### src/rtl/page_stack_pkg.sv
package page_stack_pkg;

    localparam int unsigned PAGE_W = 8;
    localparam int unsigned DEPTH  = 3;
    localparam int unsigned SEL_W  = (DEPTH > 1) ? $clog2(DEPTH + 1) : 1;

    typedef enum logic [1:0] {
        OP_HOLD  = 2'd0,
        OP_PUSH  = 2'd1,
        OP_POP   = 2'd2,
        OP_WRITE = 2'd3
    } stack_op_e;

    typedef struct packed {
        logic [DEPTH-1:0][PAGE_W-1:0] ent;
    } stack_t;

endpackage

### src/rtl/page_op_decode.sv
module page_op_decode
    import page_stack_pkg::*;
(
    input  logic             take_i,
    input  logic             ret_i,
    input  logic             wr_i,
    input  logic [SEL_W-1:0] sel_i,
    output stack_op_e        op_o
);

    logic sel_ok;

    always_comb begin
        sel_ok = (int'(sel_i) < int'(DEPTH));
        if (take_i) begin
            op_o = OP_PUSH;
        end else if (ret_i) begin
            op_o = OP_POP;
        end else if (wr_i && sel_ok) begin
            op_o = OP_WRITE;
        end else begin
            op_o = OP_HOLD;
        end
    end

endmodule

### src/rtl/page_stack_core.sv
module page_stack_core
    import page_stack_pkg::*;
(
    input  logic              clk_i,
    input  logic              rst_ni,
    input  stack_op_e         op_i,
    input  logic [PAGE_W-1:0] push_page_i,
    input  logic [SEL_W-1:0]  wr_sel_i,
    input  logic [PAGE_W-1:0] wr_data_i,
    output stack_t            st_o
);

    stack_t st_d, st_q;

    always_comb begin
        st_d = st_q;
        unique case (op_i)
            OP_PUSH: begin
                for (int i = DEPTH - 1; i > 0; i--) begin
                    st_d.ent[i] = st_q.ent[i-1];
                end
                st_d.ent[0] = push_page_i;
            end
            OP_POP: begin
                for (int i = 0; i < int'(DEPTH) - 1; i++) begin
                    st_d.ent[i] = st_q.ent[i+1];
                end
                st_d.ent[DEPTH-1] = '0;
            end
            OP_WRITE: begin
                for (int i = 0; i < int'(DEPTH); i++) begin
                    if (wr_sel_i == SEL_W'(i)) begin
                        st_d.ent[i] = wr_data_i;
                    end
                end
            end
            default: ;
        endcase
    end

    always_ff @(posedge clk_i) begin
        if (!rst_ni) begin
            st_q <= '0;
        end else begin
            st_q <= st_d;
        end
    end

    assign st_o = st_q;


    push_shift_chk: assert property (@(posedge clk_i) disable iff (!rst_ni)
        op_i == OP_PUSH |=> st_q.ent[0] == $past(push_page_i)
                         && st_q.ent[1] == $past(st_q.ent[0])
                         && st_q.ent[2] == $past(st_q.ent[1]));


    pop_fill_chk: assert property (@(posedge clk_i) disable iff (!rst_ni)
        op_i == OP_POP |=> st_q.ent[0] == $past(st_q.ent[1])
                        && st_q.ent[1] == $past(st_q.ent[2])
                        && st_q.ent[2] == '0);


    single_write_chk: assert property (@(posedge clk_i) disable iff (!rst_ni)
        (op_i == OP_WRITE && wr_sel_i == 2'd1) |=> st_q.ent[1] == $past(wr_data_i)
                                                && $stable(st_q.ent[0])
                                                && $stable(st_q.ent[2]));

endmodule

### src/rtl/page_read_mux.sv
module page_read_mux
    import page_stack_pkg::*;
(
    input  stack_t            st_i,
    input  logic [SEL_W-1:0]  sel_i,
    output logic [PAGE_W-1:0] data_o
);

    always_comb begin
        data_o = '0;
        for (int i = 0; i < int'(DEPTH); i++) begin
            if (sel_i == SEL_W'(i)) begin
                data_o = st_i.ent[i];
            end
        end
    end

endmodule

### src/rtl/irq_page_stack.sv
module irq_page_stack
    import page_stack_pkg::*;
(
    input  logic              clk_i,
    input  logic              rst_ni,
    input  logic              irq_take_i,
    input  logic [PAGE_W-1:0] irq_page_i,
    input  logic              irq_ret_i,
    input  logic              sw_wr_i,
    input  logic [SEL_W-1:0]  sw_sel_i,
    input  logic [PAGE_W-1:0] sw_wdata_i,
    output logic [PAGE_W-1:0] sw_rdata_o,
    output logic [PAGE_W-1:0] cur_page_o
);

    stack_op_e op;
    stack_t    st;

    page_op_decode u_dec (
        .take_i (irq_take_i),
        .ret_i  (irq_ret_i),
        .wr_i   (sw_wr_i),
        .sel_i  (sw_sel_i),
        .op_o   (op)
    );

    page_stack_core u_core (
        .clk_i       (clk_i),
        .rst_ni      (rst_ni),
        .op_i        (op),
        .push_page_i (irq_page_i),
        .wr_sel_i    (sw_sel_i),
        .wr_data_i   (sw_wdata_i),
        .st_o        (st)
    );

    page_read_mux u_rd (
        .st_i   (st),
        .sel_i  (sw_sel_i),
        .data_o (sw_rdata_o)
    );

    assign cur_page_o = st.ent[0];


    bad_sel_write_chk: assert property (@(posedge clk_i) disable iff (!rst_ni)
        (sw_wr_i && int'(sw_sel_i) >= int'(DEPTH) && !irq_take_i && !irq_ret_i)
        |=> $stable(st));


    write_drop_chk: assert property (@(posedge clk_i) disable iff (!rst_ni)
        (sw_wr_i && irq_ret_i && !irq_take_i) |=> cur_page_o == $past(st.ent[1]));


    take_wins_chk: assert property (@(posedge clk_i) disable iff (!rst_ni)
        irq_take_i |=> cur_page_o == $past(irq_page_i));

endmodule

### config.mk
export PLATFORM = sky130hd
export DESIGN_NAME = irq_page_stack
export DESIGN_NICKNAME = d
export VERILOG_FILES = /design/src/rtl/page_stack_pkg.sv /design/src/rtl/page_op_decode.sv /design/src/rtl/page_stack_core.sv /design/src/rtl/page_read_mux.sv /design/src/rtl/irq_page_stack.sv
export SDC_FILE = /design/constraint.sdc
export NUM_CORES = 1
export LEC_CHECK = 0
export BUFFER_PORTS_ARGS = -buffer_cell sky130_fd_sc_hd__buf_2
export CAP_MARGIN = 20
export CORE_ASPECT_RATIO = 0.75
export CORE_MARGIN = 2
export CORE_UTILIZATION = 57
export DETAILED_ROUTE_END_ITERATION = 16
export GPL_TIMING_DRIVEN = 0
export HOLD_SLACK_MARGIN = 0.1
export PLACE_DENSITY = 0.84
export SYNTH_ARGS = -nofsm -noshare
export SYNTH_HDL_FRONTEND = slang
export SYNTH_SLANG_ARGS = --single-unit
### constraint.sdc
create_clock -name clk_i -period 3.6 [get_ports clk_i]
set_input_delay 0.72 -clock clk_i [delete_from_list [all_inputs] [get_ports clk_i]]
set_output_delay 0.72 -clock clk_i [all_outputs]
set_load 0.02 [all_outputs]
== After elaboration in Yosys (flattened, before gate mapping) ==
Cells that the tools add are included.
Widths: inputs -> output; s select.

* Register bits: 24
* Input bits: 23
* Output and inout port bits: 16
* Logic and storage cells: 28

* Magnitude comparators: 1
* Equality and inequality tests: 8
* Muxes and demuxes: 10
* Reduce and logical (&&, ||, !) cells: 6

{| class="wikitable"
|+ Operators by type and width
! cell !! count
|-
| $pmux 24 s3 || 1
|-
| $mux 8 || 6
|-
| $eq 2x2->1 const B || 3
|-
| $mux 2 || 3
|-
| $ne 2x1->1 const B || 3
|-
| $reduce_and 2->1 || 3
|-
| $eq 2x1->1 const B || 2
|-
| $reduce_bool 3->1 || 1
|-
| $logic_not 2->1 || 1
|-
| $lt 2x2->1 const B || 1
|-
| $logic_and 1x1->1 || 1
|}

== Depth between registers and ports, before layout ==
Gate-level depths: netlist of run 1.

* Word-level depth: 8
* Gate-level depth with buffers: 6
* Mapped depth without buffers: 3

== Hierarchy ==
From an unflattened synthesis of run 1, not the netlist that was laid out.

* Cell total of the unflattened synthesis: 161
* Area, all modules: 1,465.2 um2

{| class="wikitable"
|+ By module, submodules not included
! module !! times used !! cells an instance !! area each (um2) !! seq. area each (um2)
|-
| page_stack_core || 1 || 137 || 1,233.7 || 480.5
|-
| page_read_mux || 1 || 20 || 197.7 || 0.0
|-
| page_op_decode || 1 || 4 || 33.8 || 0.0
|}

== Worst setup path after synthesis of run 1 ==
Ideal clock, no wire load.

* Path type: input port to output port
* Start point: input sw_sel_i[0]
* End point: output sw_rdata_o[2]
* Arrival: 1.444 ns
* Required time: 2.880 ns
* Path slack: 1.436 ns
* Stages on the path: 3
* Path buffers: 1
* Cell sequence: buf_6 mux2i_1 o21ai_0

* Word-level cells in the longest chain between the ends: 4
* Elaborated cells on any way between the ends: 6
* Those cells by class: 2 x eq/ne; 3 x mux; 1 x reduce/logical

{| class="wikitable"
|+ Ends and longest elaborated chain
! item !! line !! source
|-
| start, declared || irq_page_stack.sv:10 || <nowiki>input logic [SEL_W-1:0] sw_sel_i,</nowiki>
|-
| $logic_not 2->1 || page_read_mux.sv:12 || <nowiki>if (sel_i == SEL_W'(i)) begin</nowiki>
|-
| $mux 8 (2 in a row) || page_read_mux.sv:12 ||
|-
| $mux 8 * || page_read_mux.sv:12 ||
|-
| end, declared || irq_page_stack.sv:12 || <nowiki>output logic [PAGE_W-1:0] sw_rdata_o,</nowiki>
|}

Every way passes the cells marked *; elsewhere a longest branch is shown, timed or not.

== Final worst setup path of run 1 ==
* Start point: input sw_sel_i[1]
* End point: output sw_rdata_o[1]

The elaborated chain is that of the path after synthesis.

==> results by group, run 1 <==
Synth
  – EDFF count, synth: 0
  – Synthesized flop and latch total: 24
  – Yosys warning total: 0
  – Synth Cell Area: 1650 sq um
  – Area contributors post-synth: dfxtp_1 (29%), o31ai_1 (11%), o21ai_0 (9.7%), a31oi_1 (9.1%), nand3b_1 (7.3%)
  – Yosys top cell area share: 0.290
  – Synthesized Nets: 224
  – Synthesized area per cell: 8.23 sq um
  – Cell variety after synth: 26
  – Synth async-reset ratio: 0
  – Sequential share of the synthesized area: 0.290
  – Main synth FF type: dfxtp_1
  – Synth Instances: 201
  – Post-synth top area cell: dfxtp_1

Setup path
  – Worst R2R Setup Slack: 2.73 ns
  – Kind of critical path: in2out
  – Crit. End Element: output port
  – R2r worst-path depth: 3
  – Worst Path Max Fanout: 8
  – Arr. time, crit path: 1.76 ns
  – CP Launch Type: input port
  – Capturing point of the worst reg2reg path: u_core.st_o[8]
  – Worst path required time: 2.88 ns
  – R2R Path Start: u_core.st_o[16]

STA
  – Final Hold Viols: 0
  – Clock Skew: 0.00545 ns
  – Max Slew Vio Count: 0
  – Final setup margin: 1.12 ns
  – Worst slew margin: 0.557
  – TNS Setup: 0 ns
  – Post-route clock period utilization: 0.688
  – Worst-margin pin slew: 0.662 ns
  – WHS: 0.527 ns
  – Fin crit period: 2.48 ns
  – FMAX: 404 MHz
  – RSZ-0062 raised after global routing: no
  – Endpoints failing setup: 0

Clock tree
  – Clock tree buffer depth: 2
  – Reg clk slew, reported paths: 0.08 ns
  – Setup Buffers After CTS: 0
  – CTS H-tree lvls: 1
  – Cts hold-fix bufs: 0
  – PostCTS Resize Cnt: 0
  – Num CTS Buffers: 3
  – Clk root buf: clkbuf_8
  – CTS tree: yes
  – Number of clock sinks: 24
  – Clock latency on the worst-skew pair: 0.27 ns

Pwr
  – Leak: 0.797 nW
  – Pwr Density: 350 nW/um^2
  – VDD IR-drop max: 0.000325 V

Floorplan
  – IO Count: 39
  – Core area: 2680 sq um
  – Die footprint: 3350 sq um
  – Die Wd: 66.2 um
  – FP Rows: 16
  – Starting density of the core: 0.617
  – Die Y: 50.7 um

Detailed routing
  – Post-DRT Antenna Nets: 0
  – DR pass1 iterations: 5
  – Via count: 1805
  – DRC violation count after routing: 0
  – Drt via density: 6.49
  – Routed WL per cell: 17.8 um
  – Routed WL: 4960 um
  – DRT iter0 DRCs: 281

GRT
  – Initial antenna violation count: 0
  – Gr ovfl total: 0
  – First-pass GRT wire length: 7820 um
  – GRT Total Usage: 0.310
  – Largest net degree at the start of global routing: 14
  – Vias in the first global route: 1599

Placement
  – DP HPWL: 3300 um
  – Pre-CTS WS: 1.15 ns
  – Buffers on Ports: 37
  – Routability congestion estimate: 0.923

Outcome
  – Status: completed

Cells and area
  – Leading cell types in the layout, fill and taps excluded: buf_2 (41), o21ai_0 (32), o31ai_1 (24), a31oi_1 (24), dfxtp_1 (24)
  – Share of layout cells above drive strength 1: 0.273
  – Area Growth Syn to Fin: 17.2%
  – Fin nets: 266
  – Antenna fix cells: 0
  – Max reg flops: 24
  – Fillers: 227
  – Most common cell after layout, fill and taps aside: buf_2

Min path
  – HP Start: u_core.st_o[3]
  – WHS Path Cells: 2
  – HP Class: reg2reg
  – Min-Delay Endpoint: u_core.st_o[11]

Job
  – Max-Cap Viols: 0
## final cells by class
| class | count | area [sq um] | area share |
|---|---|---|---|
| tap | 36 | 45.0 | 0.0232 |
| timing repair buffer | 37 | 185 | 0.0955 |
| sequential | 24 | 480 | 0.248 |
| buffer | 29 | 188 | 0.0968 |
| clock buffer | 4 | 55.1 | 0.0284 |
| multi-input combinational | 148 | 986 | 0.508 |
## synth_stat cells (2+ instances only)
| cell type | number |
|---|---|
| or2b_1 | 2 |
| a31oi_1 | 24 |
| o21ai_0 | 32 |
| nand3b_1 | 16 |
| nand2_1 | 8 |
| and3b_1 | 3 |
| clkbuf_1 | 8 |
| nand2b_1 | 14 |
| buf_6 | 5 |
| buf_4 | 9 |
| mux2i_1 | 8 |
| nand3_1 | 8 |
| clkbuf_2 | 2 |
| dfxtp_1 | 24 |
| o31ai_1 | 24 |
| buf_2 | 4 |
## worst max-delay path, cell delays in order
cell and delay (ns):
buf_2 0.12, nor2b_1 0.12, clkbuf_1 0.40, nand2_1 0.10, o21ai_0 0.09, buf_2 0.19
## report_power, final
group | switching (mW) | internal (mW)
clock | 0.0883 | 0.0978
sequential | 0.0200 | 0.287
combinational | 0.105 | 0.0808
total | 0.214 | 0.466
## per-stage QoR
step | cell area [sq um] | total power, mW | util | cells
floorplan | 1650 | 0.436 | - | 201
global placement | 1880 | 0.491 | 0.702 | 274
detailed placement | 1880 | 0.494 | 0.702 | 274
CTS | 1940 | 0.673 | 0.723 | 278
global route | 1940 | 0.707 | 0.723 | 278
finish | 1940 | 0.679 | 0.723 | 278
## metal layers
layer  global-route usage  vias to the layer above  part of all wire
met5                    0                        -                 0
met4                0.116                        0             0.014
met3               0.0785                       10              0.13
met2                0.443                      152              0.43
met1                0.447                      804              0.42
li1                     -                      839                 -
## worst max path at each step
stage / from / to / cells after the start
3_5_place_dp: sw_sel_i[1] / sw_rdata_o[1] / 6
6_report: sw_sel_i[1] / sw_rdata_o[1] / 6
4_1_cts: sw_sel_i[1] / sw_rdata_o[0] / 6
5_1_grt: sw_sel_i[1] / sw_rdata_o[1] / 6
3_3_place_gp: sw_sel_i[1] / sw_rdata_o[1] / 6
2_1_floorplan: sw_sel_i[0] / sw_rdata_o[2] / 3
## kinds of logic (layout without fill, tap and decap cells)
kind of cell    count (synthesis)  after routing  synth area share
simple gates                   58             58             0.233
buf+inv                        29             70             0.113
compound gates                 82             82             0.315
mux                             8              8            0.0484
flops                          24             24             0.290
Power figures use the tool's default switching activity.
==> inputs of run 2 (changes only) <==
Settings changed: ABC_AREA from default to 1, CORE_UTILIZATION 57 to 49, PLACE_DENSITY 0.84 to 0.76.
Clock period 3.6 ns to 2 ns, I/O delays scaled along.
==> results by group, run 2 <==
Outcome
  – Status: completed

STA
  – Fin crit period: 1.87 ns
  – Endpoints failing setup: 0
  – RSZ-0062 raised after global routing: no
  – Clock Skew: 0.00145 ns
  – Worst slew margin: 0.614
  – TNS Setup: 0 ns
  – FMAX: 536 MHz
  – Final Hold Viols: 0
  – Worst-margin pin slew: 0.578 ns
  – Post-route clock period utilization: 0.933
  – Max Slew Vio Count: 0

Synth
  – EDFF count, synth: 0
  – Post-synth top area cell: dfxtp_1
  – Synth Cell Area: 1730 sq um
  – Synthesized area per cell: 6.06 sq um
  – Yosys warning total: 0
  – Top post-synthesis cells by count: nand2_1 (73), inv_1 (50), nand3_1 (49)
  – Synth Instances: 285
  – Synthesized Nets: 308
  – Main synth FF type: dfxtp_1
  – Most numerous cell in the Yosys netlist: nand2_1
  – Synthesized flop and latch total: 24
  – Synth async-reset ratio: 0
  – Yosys top cell area share: 0.278
  – Sequential share of the synthesized area: 0.278
  – Cell variety after synth: 18
  – Area contributors post-synth: dfxtp_1 (28%), nand2_1 (16%), nand3_1 (14%), inv_1 (11%), nor2_1 (5.4%)

Floorplan
  – Die Wd: 72.6 um
  – Core area: 3330 sq um
  – Die footprint: 4020 sq um
  – Die Y: 55.4 um
  – FP Rows: 18
  – IO Count: 39
  – Starting density of the core: 0.518

Detailed routing
  – Via count: 1859
  – DRT iter0 DRCs: 122
  – Drt via density: 5.08
  – Post-DRT Antenna Nets: 0
  – Routed WL: 4520 um
  – Routed WL per cell: 12.3 um
  – DRC violation count after routing: 0
  – DR pass1 iterations: 4

Placement
  – DP HPWL: 3380 um
  – Routability congestion estimate: 0.892
  – Buffers on Ports: 37

Setup path
  – Worst Path Max Fanout: 8
  – R2r worst-path depth: 5
  – Arr. time, crit path: 1.47 ns
  – Crit. End Element: output port
  – Worst path required time: 1.60 ns
  – Capturing point of the worst reg2reg path: u_core.st_o[22]
  – Worst R2R Setup Slack: 1.19 ns
  – Kind of critical path: in2out
  – CP Launch Type: input port
  – R2R Path Start: u_core.st_o[22]

Pwr
  – Leak: 1.23 nW
  – VDD IR-drop max: 0.000351 V
  – Pwr Density: 650 nW/um^2
  – Total power: 1.32 mW

GRT
  – First-pass GRT wire length: 7440 um
  – GRT Total Usage: 0.232
  – Initial antenna violation count: 0
  – Gr ovfl total: 0
  – Vias in the first global route: 1570
  – Largest net degree at the start of global routing: 15

Cells and area
  – Area Growth Syn to Fin: 17.7%
  – Leading cell types in the layout, fill and taps excluded: nand2_1 (73), inv_1 (50), nand3_1 (49)
  – Most common cell after layout, fill and taps aside: nand2_1
  – Fillers: 330
  – Fin nets: 350
  – Max reg flops: 24
  – Share of layout cells above drive strength 1: 0.224
  – Antenna fix cells: 0

Clock tree
  – Number of clock sinks: 24
  – CTS H-tree lvls: 1
  – Clock latency on the worst-skew pair: 0.27 ns
  – Clock tree buffer depth: 2
  – Cts hold-fix bufs: 0
  – Setup Buffers After CTS: 0
  – CTS tree: yes
  – Clk root buf: clkbuf_8
  – Reg clk slew, reported paths: 0.08 ns
  – PostCTS Resize Cnt: 0
  – Num CTS Buffers: 3

Min path
  – HP Class: in2reg
  – HP Start: irq_page_i[7]
  – WHS Path Cells: 5
  – Min-Delay Endpoint: u_core.st_o[7]

Job
  – Max-Cap Viols: 0
-- run 2: changes by cell type after synthesis, moves of 8 or more --
cell	change
nand2_1	+65
inv_1	+50
nand3_1	+41
nor2_1	+25
a31oi_1	-24
o21ai_0	-24
o31ai_1	-24
nand2b_1	-14
clkbuf_1	-8
mux2i_1	-8
nand3b_1	-8
nand4_1	+8
o21ai_1	+8
-- run 2: per-layer routing --
| metal | share of wire | track usage | vias up |
|---|---|---|---|
| met5 | 0 | 0 | - |
| met4 | 0.0033 | 0.0291 | 0 |
| met3 | 0.098 | 0.0511 | 2 |
| met2 | 0.40 | 0.322 | 84 |
| met1 | 0.49 | 0.371 | 813 |
| li1 | - | - | 960 |
-- run 2: power by group --
group / total [mW] / leakage, nW / internal [mW] / switching (mW)
sequential: 0.557 / 0.198 / 0.516 / 0.0415
clock: 0.425 / 0.0357 / 0.268 / 0.157
combinational: 0.341 / 0.998 / 0.138 / 0.203
total: 1.32 / 1.23 / 0.921 / 0.402
-- run 2: cell families after synthesis --
logic type,after synthesis,synth area share
flip-flops,24,0.278
AND/OR/NAND/NOR,174,0.482
buffers and inverters,71,0.193
AO/OA/AOI/OAI,16,0.0463
-- run 2: layout make-up --
cell class,count,area [sq um],area share
buffer,18,135,0.0664
clock buffer,3,41.3,0.0203
clock inverter,1,30.0,0.0148
inverter,53,199,0.0978
multi-input combinational,190,913,0.449
sequential,24,480,0.236
tap,40,50.0,0.0246
timing repair buffer,37,185,0.0910
-- run 2: worst max-delay path by stage --
stage | startpoint | endpoint | slack, ns | depth (start not counted)
floorplan | sw_sel_i[0] | sw_rdata_o[0] | 0.42 | 5
global placement | sw_sel_i[0] | sw_rdata_o[0] | 0.16 | 6
detailed placement | sw_sel_i[0] | sw_rdata_o[2] | 0.16 | 6
CTS | sw_sel_i[0] | sw_rdata_o[2] | 0.15 | 6
global route | sw_sel_i[0] | sw_rdata_o[2] | 0.05 | 6
finish | sw_sel_i[0] | sw_rdata_o[0] | 0.13 | 6
-- run 2: critical path, stage by stage --
cell and delay, ns:
buf_2 0.17, inv_1 0.06, nor2_1 0.45, nand2_1 0.10, nand3_1 0.12, buf_2 0.17
-- run 2: metrics by stage --
step                instances  instance area (sq um)  setup slack [ns]  hold slack, ns  utilization
finish                    366                   2030             0.134           0.463        0.610
detailed placement        362                   1960             0.159           0.576        0.589
global placement          362                   1960             0.160           0.570        0.589
floorplan                 285                   1730             0.419           0.536            -
CTS                       366                   2030             0.154           0.463        0.610
global route              366                   2030            0.0489           0.487        0.610
==> inputs of run 3 (changes only) <==
Settings changed: CORE_UTILIZATION 49 to 54, PLACE_DENSITY 0.76 to 0.8.
Clock period 2 ns to 1.75 ns, I/O delays scaled along.
==> results by group, run 3 (synthesized netlist as in run 2, its figures left out) <==
Outcome
  – Status: completed

Floorplan
  – FP Rows: 17
  – Die footprint: 3670 sq um
  – IO Count: 39
  – Die Y: 53.0 um
  – Die Wd: 69.3 um
  – Core area: 3000 sq um
  – Starting density of the core: 0.576

Cells and area
  – Leading cell types in the layout, fill and taps excluded: nand2_1 (73), inv_1 (50), nand3_1 (49)
  – FF+latch area: 480 sq um
  – Antenna fix cells: 0
  – Max reg flops: 24
  – Post-Route Utilization: 0.678
  – Most common cell after layout, fill and taps aside: nand2_1
  – Fillers: 295
  – Area of the multi-input gates: 916 sq um
  – Area Growth Syn to Fin: 17.7%
  – Post-Layout Cell Count: 364
  – Fin nets: 350
  – Share of layout cells above drive strength 1: 0.227

STA
  – Fin crit period: 1.59 ns
  – TNS Setup: 0 ns
  – RSZ-0062 raised after global routing: no
  – Final Hold Viols: 0
  – Worst-margin pin slew: 0.351 ns
  – Max Slew Vio Count: 0
  – Endpoints failing setup: 0
  – FMAX: 628 MHz
  – Post-route clock period utilization: 0.909
  – Clock Skew: 0.00163 ns
  – Worst slew margin: 0.765

Clock tree
  – CTS H-tree lvls: 1
  – Number of clock sinks: 24
  – CTS tree: yes
  – Reg clk slew, reported paths: 0.08 ns
  – Clock latency on the worst-skew pair: 0.28 ns
  – Cts hold-fix bufs: 0
  – Clk root buf: clkbuf_8
  – Clock tree buffer depth: 2
  – Num CTS Buffers: 3

Pwr
  – Flop pwr share: 0.418
  – Comb power frac: 0.258
  – Total power: 1.52 mW
  – VDD IR-drop max: 0.000427 V
  – Net Sw Frac: 0.308
  – Leak: 1.23 nW
  – Internal: 1.05 mW
  – Clock share of power: 0.325
  – Psw: 470 uW
  – Pwr Density: 749 nW/um^2

Placement
  – Routability congestion estimate: 0.891
  – Buffers on Ports: 37
  – Placed cell count: 360
  – DP HPWL: 3420 um

GRT
  – Gr ovfl total: 0
  – GRT Total Usage: 0.269
  – Largest net degree at the start of global routing: 15
  – First-pass GRT wire length: 7660 um
  – Initial antenna violation count: 0
  – Vias in the first global route: 1589

Detailed routing
  – Routed WL: 4540 um
  – Via count: 1815
  – Drt via density: 4.99
  – DRC violation count after routing: 0
  – Post-DRT Antenna Nets: 0
  – DRT iter0 DRCs: 158
  – Routed WL per cell: 12.5 um
  – DR pass1 iterations: 4

Setup path
  – Worst path cell trace: buf_2 -> inv_1 -> nor2_2 -> nand2_1 -> nand3_1 -> buf_2
  – Worst R2R Setup Slack: 0.95 ns
  – Worst path required time: 1.40 ns
  – R2r worst-path depth: 4
  – Crit. End Element: output port
  – Worst path most repeated cell: buf_2
  – Capturing point of the worst reg2reg path: u_core.st_o[4]
  – Arr. time, crit path: 1.24 ns
  – CP max stage cell: nor2_2
  – R2R Path Start: u_core.st_o[12]
  – CP Launch Type: input port
  – Worst Path Max Fanout: 8
  – CP max stage delay: 0.28 ns
  – Kind of critical path: in2out

Min path
  – HP Start: irq_page_i[6]
  – HP Class: in2reg
  – WHS Path Cells: 5
  – Min-Delay Endpoint: u_core.st_o[6]

Job
  – Max-Cap Viols: 0
==> run 3: worst max-delay path by stage <==
stage / end / slack (ns) / start / cells after the start
after detailed placement: sw_rdata_o[2] / 0.04 / sw_sel_i[0] / 6
after floorplan: sw_rdata_o[0] / 0.27 / sw_sel_i[0] / 5
after global placement: sw_rdata_o[2] / 0.04 / sw_sel_i[0] / 6
after CTS: sw_rdata_o[0] / 0.04 / sw_sel_i[0] / 6
after global routing: sw_rdata_o[2] / 0.06 / sw_sel_i[0] / 6
final: sw_rdata_o[6] / 0.16 / sw_sel_i[0] / 6
==> run 3: cell type report <==
cell class | count | share of cell area
Multi-Input combinational cell | 190 | 0.450
Sequential cell | 24 | 0.236
Inverter | 53 | 0.0978
Timing Repair Buffer | 37 | 0.0910
Buffer | 18 | 0.0664
Tap cell | 38 | 0.0234
Clock buffer | 3 | 0.0203
Clock inverter | 1 | 0.0148
==> run 3: repair_timing <==
item,4_1_cts,5_1_grt
setup endpoints to repair,0,8
setup buffers,0,0
resized for setup,0,1
==> run 3: per-stage QoR <==
step,area (sq um),worst slack [ns],hold slack (ns)
after floorplan,1730,0.269,0.534
after global placement,1960,0.0440,0.570
after detailed placement,1960,0.0424,0.574
after CTS,2030,0.0368,0.403
after global routing,2030,0.0599,0.431
final,2030,0.159,0.405
==> run 3: routing by layer <==
metal,global-route usage,vias up,part of all wire
met5,0,-,0
met4,0.0719,0,0.011
met3,0.0571,4,0.091
met2,0.399,76,0.40
met1,0.393,772,0.50
li1,-,963,-
==> run 3: critical path, delay by kind of cell <==
family | cells | cell delay [ns]
buffers and inverters | 3 | 0.42
and+or+nand+nor | 3 | 0.47
==> run 3: power groups by stage <==
stage,registers [mW],logic [mW],clock network (mW)
2_1_floorplan,0.630,0.286,0
3_3_place_gp,0.646,0.379,0
3_5_place_dp,0.646,0.388,0
4_1_cts,0.634,0.390,0.501
5_1_grt,0.643,0.439,0.516
6_report,0.637,0.392,0.495
